`src/rtl/blkdma_pkg.sv`:
```
`timescale 1ns/1ps
package blkdma_pkg;
  typedef enum logic [1:0] {
    XM_OFF  = 2'd0,
    XM_RECV = 2'd1,
    XM_SEND = 2'd2,
    XM_RSVD = 2'd3
  } xfer_mode_e;

  // control byte layout: [4] start, [3] irq enable, [2] direction, [1:0] mode
  typedef struct packed {
    logic       start;
    logic       irq_en;
    logic       dir;
    xfer_mode_e mode;
  } ctrl_t;
endpackage

```
`src/rtl/blkdma_store.sv`:
```
`timescale 1ns/1ps
module blkdma_store #(
  parameter int DEPTH = 128,
  parameter int DW    = 8,
  localparam int AW   = $clog2(DEPTH)
) (
  input  logic          clk,
  input  logic          wr_en,
  input  logic [AW-1:0] wr_addr,
  input  logic [DW-1:0] wr_data,
  input  logic [AW-1:0] rd_a_addr,
  output logic [DW-1:0] rd_a_data,
  input  logic [AW-1:0] rd_b_addr,
  output logic [DW-1:0] rd_b_data
);
  logic [DW-1:0] mem [DEPTH];

  always_ff @(posedge clk) begin
    if (wr_en) mem[wr_addr] <= wr_data;
  end

  assign rd_a_data = mem[rd_a_addr];
  assign rd_b_data = mem[rd_b_addr];
endmodule

```
`src/rtl/blkdma_regs.sv`:
```
`timescale 1ns/1ps
module blkdma_regs
  import blkdma_pkg::*;
#(
  parameter int DW = 8
) (
  input  logic          clk,
  input  logic          rst_n,
  input  logic          reg_wr,
  input  logic          reg_sel,
  input  logic [DW-1:0] reg_wdata,
  input  logic          blk_done,
  input  logic          blk_send,
  output logic [DW-1:0] blk_count,
  output logic          loaded,
  output logic          not_ready,
  output xfer_mode_e    cfg_mode,
  output logic          cfg_dir,
  output logic          cfg_irq_en,
  output logic          end_dma,
  output logic          irq_pend,
  output logic          last_sent,
  output logic          ctrl_wr_p
);
  logic  cnt_wr;
  logic  last_blk;
  ctrl_t wr_ctrl;

  assign cnt_wr    = reg_wr && !reg_sel;
  assign ctrl_wr_p = reg_wr && reg_sel;
  assign wr_ctrl   = ctrl_t'(reg_wdata[4:0]);
  assign last_blk  = blk_done && (blk_count == DW'(1));

  always_ff @(posedge clk or negedge rst_n) begin
    if (!rst_n) begin
      cfg_mode   <= XM_OFF;
      cfg_dir    <= 1'b0;
      cfg_irq_en <= 1'b0;
      not_ready  <= 1'b0;
    end else if (ctrl_wr_p) begin
      cfg_mode   <= wr_ctrl.mode;
      cfg_dir    <= wr_ctrl.dir;
      cfg_irq_en <= wr_ctrl.irq_en;
      not_ready  <= wr_ctrl.start;
    end else if (blk_done) begin
      not_ready  <= 1'b0;
    end
  end

  always_ff @(posedge clk or negedge rst_n) begin
    if (!rst_n) begin
      blk_count <= '0;
      loaded    <= 1'b0;
    end else if (cnt_wr) begin
      blk_count <= reg_wdata;
      loaded    <= 1'b1;
    end else if (blk_done) begin
      blk_count <= blk_count - DW'(1);
      if (last_blk) loaded <= 1'b0;
    end
  end

  always_ff @(posedge clk or negedge rst_n) begin
    if (!rst_n) begin
      end_dma   <= 1'b0;
      irq_pend  <= 1'b0;
      last_sent <= 1'b0;
    end else if (ctrl_wr_p) begin
      end_dma   <= 1'b0;
      irq_pend  <= 1'b0;
      last_sent <= 1'b0;
    end else if (last_blk) begin
      end_dma <= 1'b1;
      if (cfg_irq_en) irq_pend  <= 1'b1;
      if (blk_send)   last_sent <= 1'b1;
    end
  end
endmodule

```
`src/rtl/blkdma_burst.sv`:
```
`timescale 1ns/1ps
module blkdma_burst #(
  parameter int DEPTH = 128,
  parameter int BURST = 64,
  localparam int AW   = $clog2(DEPTH),
  localparam int BW   = $clog2(BURST + 1)
) (
  input  logic          clk,
  input  logic          rst_n,
  input  logic          tick,
  input  logic          svc_ok,
  input  logic          mode_recv,
  input  logic          bus_in_valid,
  output logic          bus_in_ready,
  output logic          bus_out_valid,
  input  logic          bus_out_ready,
  output logic [AW-1:0] buf_idx,
  output logic          mem_we,
  output logic          blk_done,
  output logic          burst_send
);
  logic          busy;
  logic          recv_q;
  logic [BW-1:0] bcnt;
  logic          have;
  logic          fire;
  logic          cap_hit;

  assign have     = recv_q ? bus_in_valid : bus_out_ready;
  assign fire     = busy && have;
  assign blk_done = fire && (buf_idx == AW'(DEPTH - 1));
  assign cap_hit  = fire && (bcnt == BW'(BURST - 1));
  assign mem_we   = fire && recv_q;

  assign bus_in_ready  = busy && recv_q;
  assign bus_out_valid = busy && !recv_q;
  assign burst_send    = !recv_q;

  always_ff @(posedge clk or negedge rst_n) begin
    if (!rst_n) begin
      busy    <= 1'b0;
      recv_q  <= 1'b0;
      bcnt    <= '0;
      buf_idx <= '0;
    end else if (!busy) begin
      if (tick && svc_ok) begin
        busy   <= 1'b1;
        recv_q <= mode_recv;
        bcnt   <= '0;
      end
    end else begin
      if (!have || blk_done || cap_hit) busy <= 1'b0;
      if (fire) begin
        bcnt    <= bcnt + BW'(1);
        buf_idx <= blk_done ? '0 : buf_idx + AW'(1);
      end
    end
  end
endmodule

```
`src/rtl/blkdma_top.sv`:
```
`timescale 1ns/1ps
module blkdma_top
  import blkdma_pkg::*;
#(
  parameter int DEPTH = 128,
  parameter int BURST = 64,
  parameter int DW    = 8
) (
  input  logic          clk,
  input  logic          rst_n,
  input  logic          reg_wr,
  input  logic          reg_sel,
  input  logic [DW-1:0] reg_wdata,
  input  logic          tick,
  input  logic          hw_valid,
  output logic          hw_ready,
  input  logic [DW-1:0] hw_data,
  output logic          hr_valid,
  input  logic          hr_ready,
  output logic [DW-1:0] hr_data,
  input  logic          bus_in_valid,
  output logic          bus_in_ready,
  input  logic [DW-1:0] bus_in_data,
  output logic          bus_out_valid,
  input  logic          bus_out_ready,
  output logic [DW-1:0] bus_out_data,
  output logic [DW-1:0] blk_count,
  output logic          blk_loaded,
  output logic          buf_not_ready,
  output logic          dma_done,
  output logic          last_sent,
  output logic          irq
);
  localparam int AW = $clog2(DEPTH);
  localparam int HW = AW + 1;

  xfer_mode_e    cfg_mode;
  logic          cfg_dir;
  logic          cfg_irq_en;
  logic          ctrl_wr_p;
  logic          svc_ok;
  logic          blk_done;
  logic          burst_send;
  logic          mem_we;
  logic [AW-1:0] buf_idx;
  logic [HW-1:0] hidx;
  logic          host_open;
  logic          hw_fire;
  logic          hr_fire;
  logic          st_we;
  logic [AW-1:0] st_addr;
  logic [DW-1:0] st_data;

  blkdma_regs #(.DW(DW)) u_regs (
    .clk        (clk),
    .rst_n      (rst_n),
    .reg_wr     (reg_wr),
    .reg_sel    (reg_sel),
    .reg_wdata  (reg_wdata),
    .blk_done   (blk_done),
    .blk_send   (burst_send),
    .blk_count  (blk_count),
    .loaded     (blk_loaded),
    .not_ready  (buf_not_ready),
    .cfg_mode   (cfg_mode),
    .cfg_dir    (cfg_dir),
    .cfg_irq_en (cfg_irq_en),
    .end_dma    (dma_done),
    .irq_pend   (irq),
    .last_sent  (last_sent),
    .ctrl_wr_p  (ctrl_wr_p)
  );

  assign svc_ok = buf_not_ready && blk_loaded &&
                  (((cfg_mode == XM_RECV) && cfg_dir) ||
                   ((cfg_mode == XM_SEND) && !cfg_dir));

  blkdma_burst #(.DEPTH(DEPTH), .BURST(BURST)) u_burst (
    .clk           (clk),
    .rst_n         (rst_n),
    .tick          (tick),
    .svc_ok        (svc_ok),
    .mode_recv     (cfg_mode == XM_RECV),
    .bus_in_valid  (bus_in_valid),
    .bus_in_ready  (bus_in_ready),
    .bus_out_valid (bus_out_valid),
    .bus_out_ready (bus_out_ready),
    .buf_idx       (buf_idx),
    .mem_we        (mem_we),
    .blk_done      (blk_done),
    .burst_send    (burst_send)
  );

  // host-side index: shared by the read and write streams
  assign host_open = !buf_not_ready && (hidx < HW'(DEPTH));
  assign hw_ready  = host_open;
  assign hr_valid  = host_open;
  assign hw_fire   = hw_valid && host_open;
  assign hr_fire   = hr_ready && host_open;

  always_ff @(posedge clk or negedge rst_n) begin
    if (!rst_n)                      hidx <= '0;
    else if (blk_done || ctrl_wr_p)  hidx <= '0;
    else if (hw_fire || hr_fire)     hidx <= hidx + HW'(1);
  end

  assign st_we   = mem_we || hw_fire;
  assign st_addr = mem_we ? buf_idx : hidx[AW-1:0];
  assign st_data = mem_we ? bus_in_data : hw_data;

  blkdma_store #(.DEPTH(DEPTH), .DW(DW)) u_store (
    .clk       (clk),
    .wr_en     (st_we),
    .wr_addr   (st_addr),
    .wr_data   (st_data),
    .rd_a_addr (hidx[AW-1:0]),
    .rd_a_data (hr_data),
    .rd_b_addr (buf_idx),
    .rd_b_data (bus_out_data)
  );
endmodule

```
`config.mk`:
```
export PLATFORM = sky130hd
export DESIGN_NAME = blkdma_top
export DESIGN_NICKNAME = d
export VERILOG_FILES = /design/src/rtl/blkdma_pkg.sv /design/src/rtl/blkdma_store.sv /design/src/rtl/blkdma_regs.sv /design/src/rtl/blkdma_burst.sv /design/src/rtl/blkdma_top.sv
export SDC_FILE = /design/constraint.sdc
export NUM_CORES = 1
export LEC_CHECK = 0
export ABC_AREA = 0
export BUFFER_PORTS_ARGS = -buffer_cell sky130_fd_sc_hd__buf_2
export CAP_MARGIN = 20
export CORE_MARGIN = 1
export CORE_UTILIZATION = 40
export DETAILED_ROUTE_END_ITERATION = 12
export PLACE_DENSITY = 0.59
export SYNTH_ARGS = -nofsm -noshare
export SYNTH_HDL_FRONTEND = slang
export SYNTH_SLANG_ARGS = --single-unit
```
`constraint.sdc`:
```
create_clock -name clk -period 3.2 [get_ports clk]
set_input_delay 0.64 -clock clk [delete_from_list [all_inputs] [get_ports clk]]
set_output_delay 0.64 -clock clk [all_outputs]
set_load 0.01 [all_outputs]
```
==> qor.yml <==
status: "finished with violations"
violations: "setup timing"
dieArea_um2: 128000
synth_cell_types: 65
r2r_end: "u_store.mem[20][5]"
use_met3: 0.0556
gp_congestion: 1.00
layout.nets: 3561
ys.warnings.count: 0
setup_slack_ns: -1.02
path_clk_slew_ns: 0.07
hold_end: "u_regs.blk_count[5]"
cts_buffer_depth: 3
cts_buffers: 115
drt-initial-drc-count: 4866
irDropWorstVdd_mv: 0.559
final_area_um2: 64000
cp-end-kind: "output pin"
power_density_nw_per_um2: 865
slew_headroom: 0.278
final_util: 0.514
io_pins: 66
fin_crit_sh: 1.32
portBuffers: 65
cts_tree: "yes"
dpl_cell_area_um2: 57100
hold_depth: 3
synth_nets: 2909
synth_seq_area_share: 0.630
postRouteAntennaNets: 0
multiInputGateArea_um2: 18700
clock-sinks: 1065
viasPerCell: 6.42
firstDrtPassIters: 6
finClkSkew_ns: 0.0397
hold_start: "reg_wdata[5]"
worstMarginPinSlew_ns: 1.07
async_flop_share: 0.0385
fill_cells: 9968
fin_setup_tns_ns: -14.69
insertion_delay_ns: 0.75
path_delay_family: "compound AO/OA/AOI/OAI gates"
crit_path_cell_trace: "buf_12 > mux4_2 > a211o_1 > o221a_2 > buf_4 > o32a_1 > buf_2"
rsz0062_at_grt: "yes"
wirelength_um: 184000
cp_max_fo: 12
overflow: 0
grt_max_degree: 129
pre_cts_slack_ns: -0.675
drive_gt1_frac: 0.421
cp.arrival_ns: 3.58
worst-path-buf-inv: 3
seqCellArea_um2: 31800
root_buffer: "clkbuf_16"
antenna_found_initial: 2
setup_viol_count_final: 16
p_leak_nw: 21.8
route.detailed.drc: 0
slowest_stage: "dfrtp_4"
grt_use_met2: 0.429
track_usage: 0.285
critPathRequiredTime_ns: 2.56
wl_per_cell_um: 35.0
cp-start-kind: "register"
finalHoldViolations: 0
fin_crit_ns: 4.22
synth_cells: 2871
ys_seq_elements: 1065
die_h_um: 357
area_growth_pct: 26.8
synth_top_flop_cell: "edfxtp_1"
coreArea_um2: 124000
use_met1: 0.405
r2r-start: "u_burst.busy"
hp-class: "in2reg"
initial_core_util: 0.405
fmax_mhz: 237
synth_edf_count: 1024
cap_violations: 0
hold-worst-slack_ns: 0.136
grt_pass1_wl_um: 255000
slew_violations: 0
grt_pass1_vias: 33500
reg2regPathDepth: 6
critPathMaxStageDelay_ns: 0.56
htree_levels: 3
reg2reg_setup_slack_ns: 0.18
vias: 33800
syn_area_per_cell_um2: 17.6
die_w_um: 357
rows: 129
grt.busiest_layer: "met2"
path_class: "reg2out"
syn_area_um2: 50500
post-dp-hpwl_um: 127000
==> routing by layer <==
| layer | vias up | wire length, um |
|---|---|---|
| li1 | 13400 | - |
| met1 | 17800 | 73400 |
| met2 | 2158 | 82400 |
| met3 | 389 | 19800 |
| met4 | 2 | 8350 |
| met5 | - | 8 |
==> tightest hold or removal path, cell delays in order <==
cell and delay, ns:
buf_2 0.08, nand2_1 0.03, o21ai_0 0.06
==> Yosys cell counts (8+ instances only) <==
cell | n | area share
a211oi_1 | 42 | 0.0062
a21oi_1 | 60 | 0.0060
a221oi_1 | 18 | 0.0031
a22o_1 | 31 | 0.0054
a22oi_1 | 74 | 0.011
a31oi_1 | 14 | 0.0017
a41oi_1 | 8 | 0.0014
and2_1 | 9 | 0.0011
buf_1 | 13 | 0.00097
buf_2 | 44 | 0.0044
buf_4 | 31 | 0.0046
buf_6 | 39 | 0.0087
clkbuf_1 | 88 | 0.0065
dfrtp_1 | 41 | 0.020
edfxtp_1 | 1024 | 0.61
inv_1 | 12 | 0.00089
mux2_2 | 43 | 0.0096
mux2i_1 | 315 | 0.062
mux4_2 | 381 | 0.17
nand2_1 | 104 | 0.0077
nand3_1 | 32 | 0.0032
nand3b_1 | 9 | 0.0013
nand4_1 | 12 | 0.0015
nor2_1 | 160 | 0.012
nor2b_1 | 13 | 0.0016
o211ai_1 | 10 | 0.0015
o21ai_0 | 45 | 0.0045
o221ai_1 | 48 | 0.0083
o22a_1 | 10 | 0.0017
o22ai_1 | 25 | 0.0031
o31ai_1 | 8 | 0.0012
o32a_1 | 12 | 0.0024
xnor2_1 | 12 | 0.0021
xor2_1 | 9 | 0.0016
==> cell type report <==
type | instances | area share
diodes | 2 | 0.0000782
clock buffers | 140 | 0.0471
clock inverters | 77 | 0.0144
inverters | 16 | 0.000939
multi-input cells | 1575 | 0.292
flip-flops and latches | 1065 | 0.497
well taps | 1637 | 0.0320
repair buffers | 750 | 0.116
==> kinds of logic after synthesis <==
kind of cell               count (synthesis)  share of synthesized area
adders and majority gates                  5                    0.00124
buffers and inverters                    231                     0.0264
DFF                                     1065                      0.630
xor gates and xnor gates                  21                    0.00365
AOI/OAI and AO/OA                        444                     0.0645
muxes                                    740                      0.242
and+or+nand+nor                          365                     0.0321
==> cell usage in the layout, fill, tap and decap left out, drive strengths merged, types with 10 or more instances in the layout <==
cell type  instances
edfxtp          1024
a22oi             74
o221ai            48
mux4             381
clkinv            50
nand4             12
nor2             160
buf              740
o21ai             47
xnor2             12
nand3             32
nand2            104
inv               16
mux2i            316
a221oi            19
a211oi            42
clkbuf           144
mux2              43
a31oi             14
dfrtp             41
a21oi             60
o211ai            10
a22o              31
nor2b             13
o22ai             25
o22a              10
o32a              12
bufinv            18
==> stage by stage <==
step / total power, mW / instances
2_1_floorplan: 27.6 / 2871
3_3_place_gp: 37.0 / 4955
3_5_place_dp: 37.1 / 4955
4_1_cts: 53.7 / 5227
5_1_grt: 56.6 / 5260
6_report: 55.3 / 5262
==> sequential cells by signal, summed over array words and instances, names as in the netlist <==
register           cells
hidx                   8
u_burst.bcnt           7
u_burst.buf_idx        7
u_burst.busy           1
u_burst.recv_q         1
u_regs.blk_count       8
u_regs.cfg_dir         1
u_regs.cfg_irq_en      1
u_regs.cfg_mode        2
u_regs.end_dma         1
u_regs.irq_pend        1
u_regs.last_sent       1
u_regs.loaded          1
u_regs.not_ready       1
u_store.mem         1024
==> how the worst max path moves through the flow <==
| stage | from | to | slack (ns) | cells past startpoint |
|---|---|---|---|---|
| global route | hidx[4] | hr_data[3] | -1.07 | 9 |
| finish | hidx[0] | hr_data[3] | -1.02 | 7 |
| CTS | hidx[0] | hr_data[3] | -1.01 | 8 |
| floorplan | hidx[0] | hr_data[2] | 0.43 | 9 |
| global placement | u_burst.buf_idx[0] | bus_out_data[6] | -0.69 | 8 |
| detailed placement | u_burst.buf_idx[0] | bus_out_data[6] | -0.67 | 8 |
==> power breakdown <==
part,internal (mW),switching (mW),leakage [nW]
clock,8.16,5.78,1.90
combinational,12.4,13.2,10.1
sequential,15.6,0.203,9.72
total,36.1,19.2,21.8
==> repair_timing <==
item | CTS | global route
pin swaps | 51 | 81
buffers inserted | 51 | 55
hold buffers | 0 | 1
hold endpoints to repair | 0 | 26
cloned | 13 | 5
endpoints found under the setup margin | 16 | 16
resized for setup | 230 | 159
(Power assumes the default switching activity.)
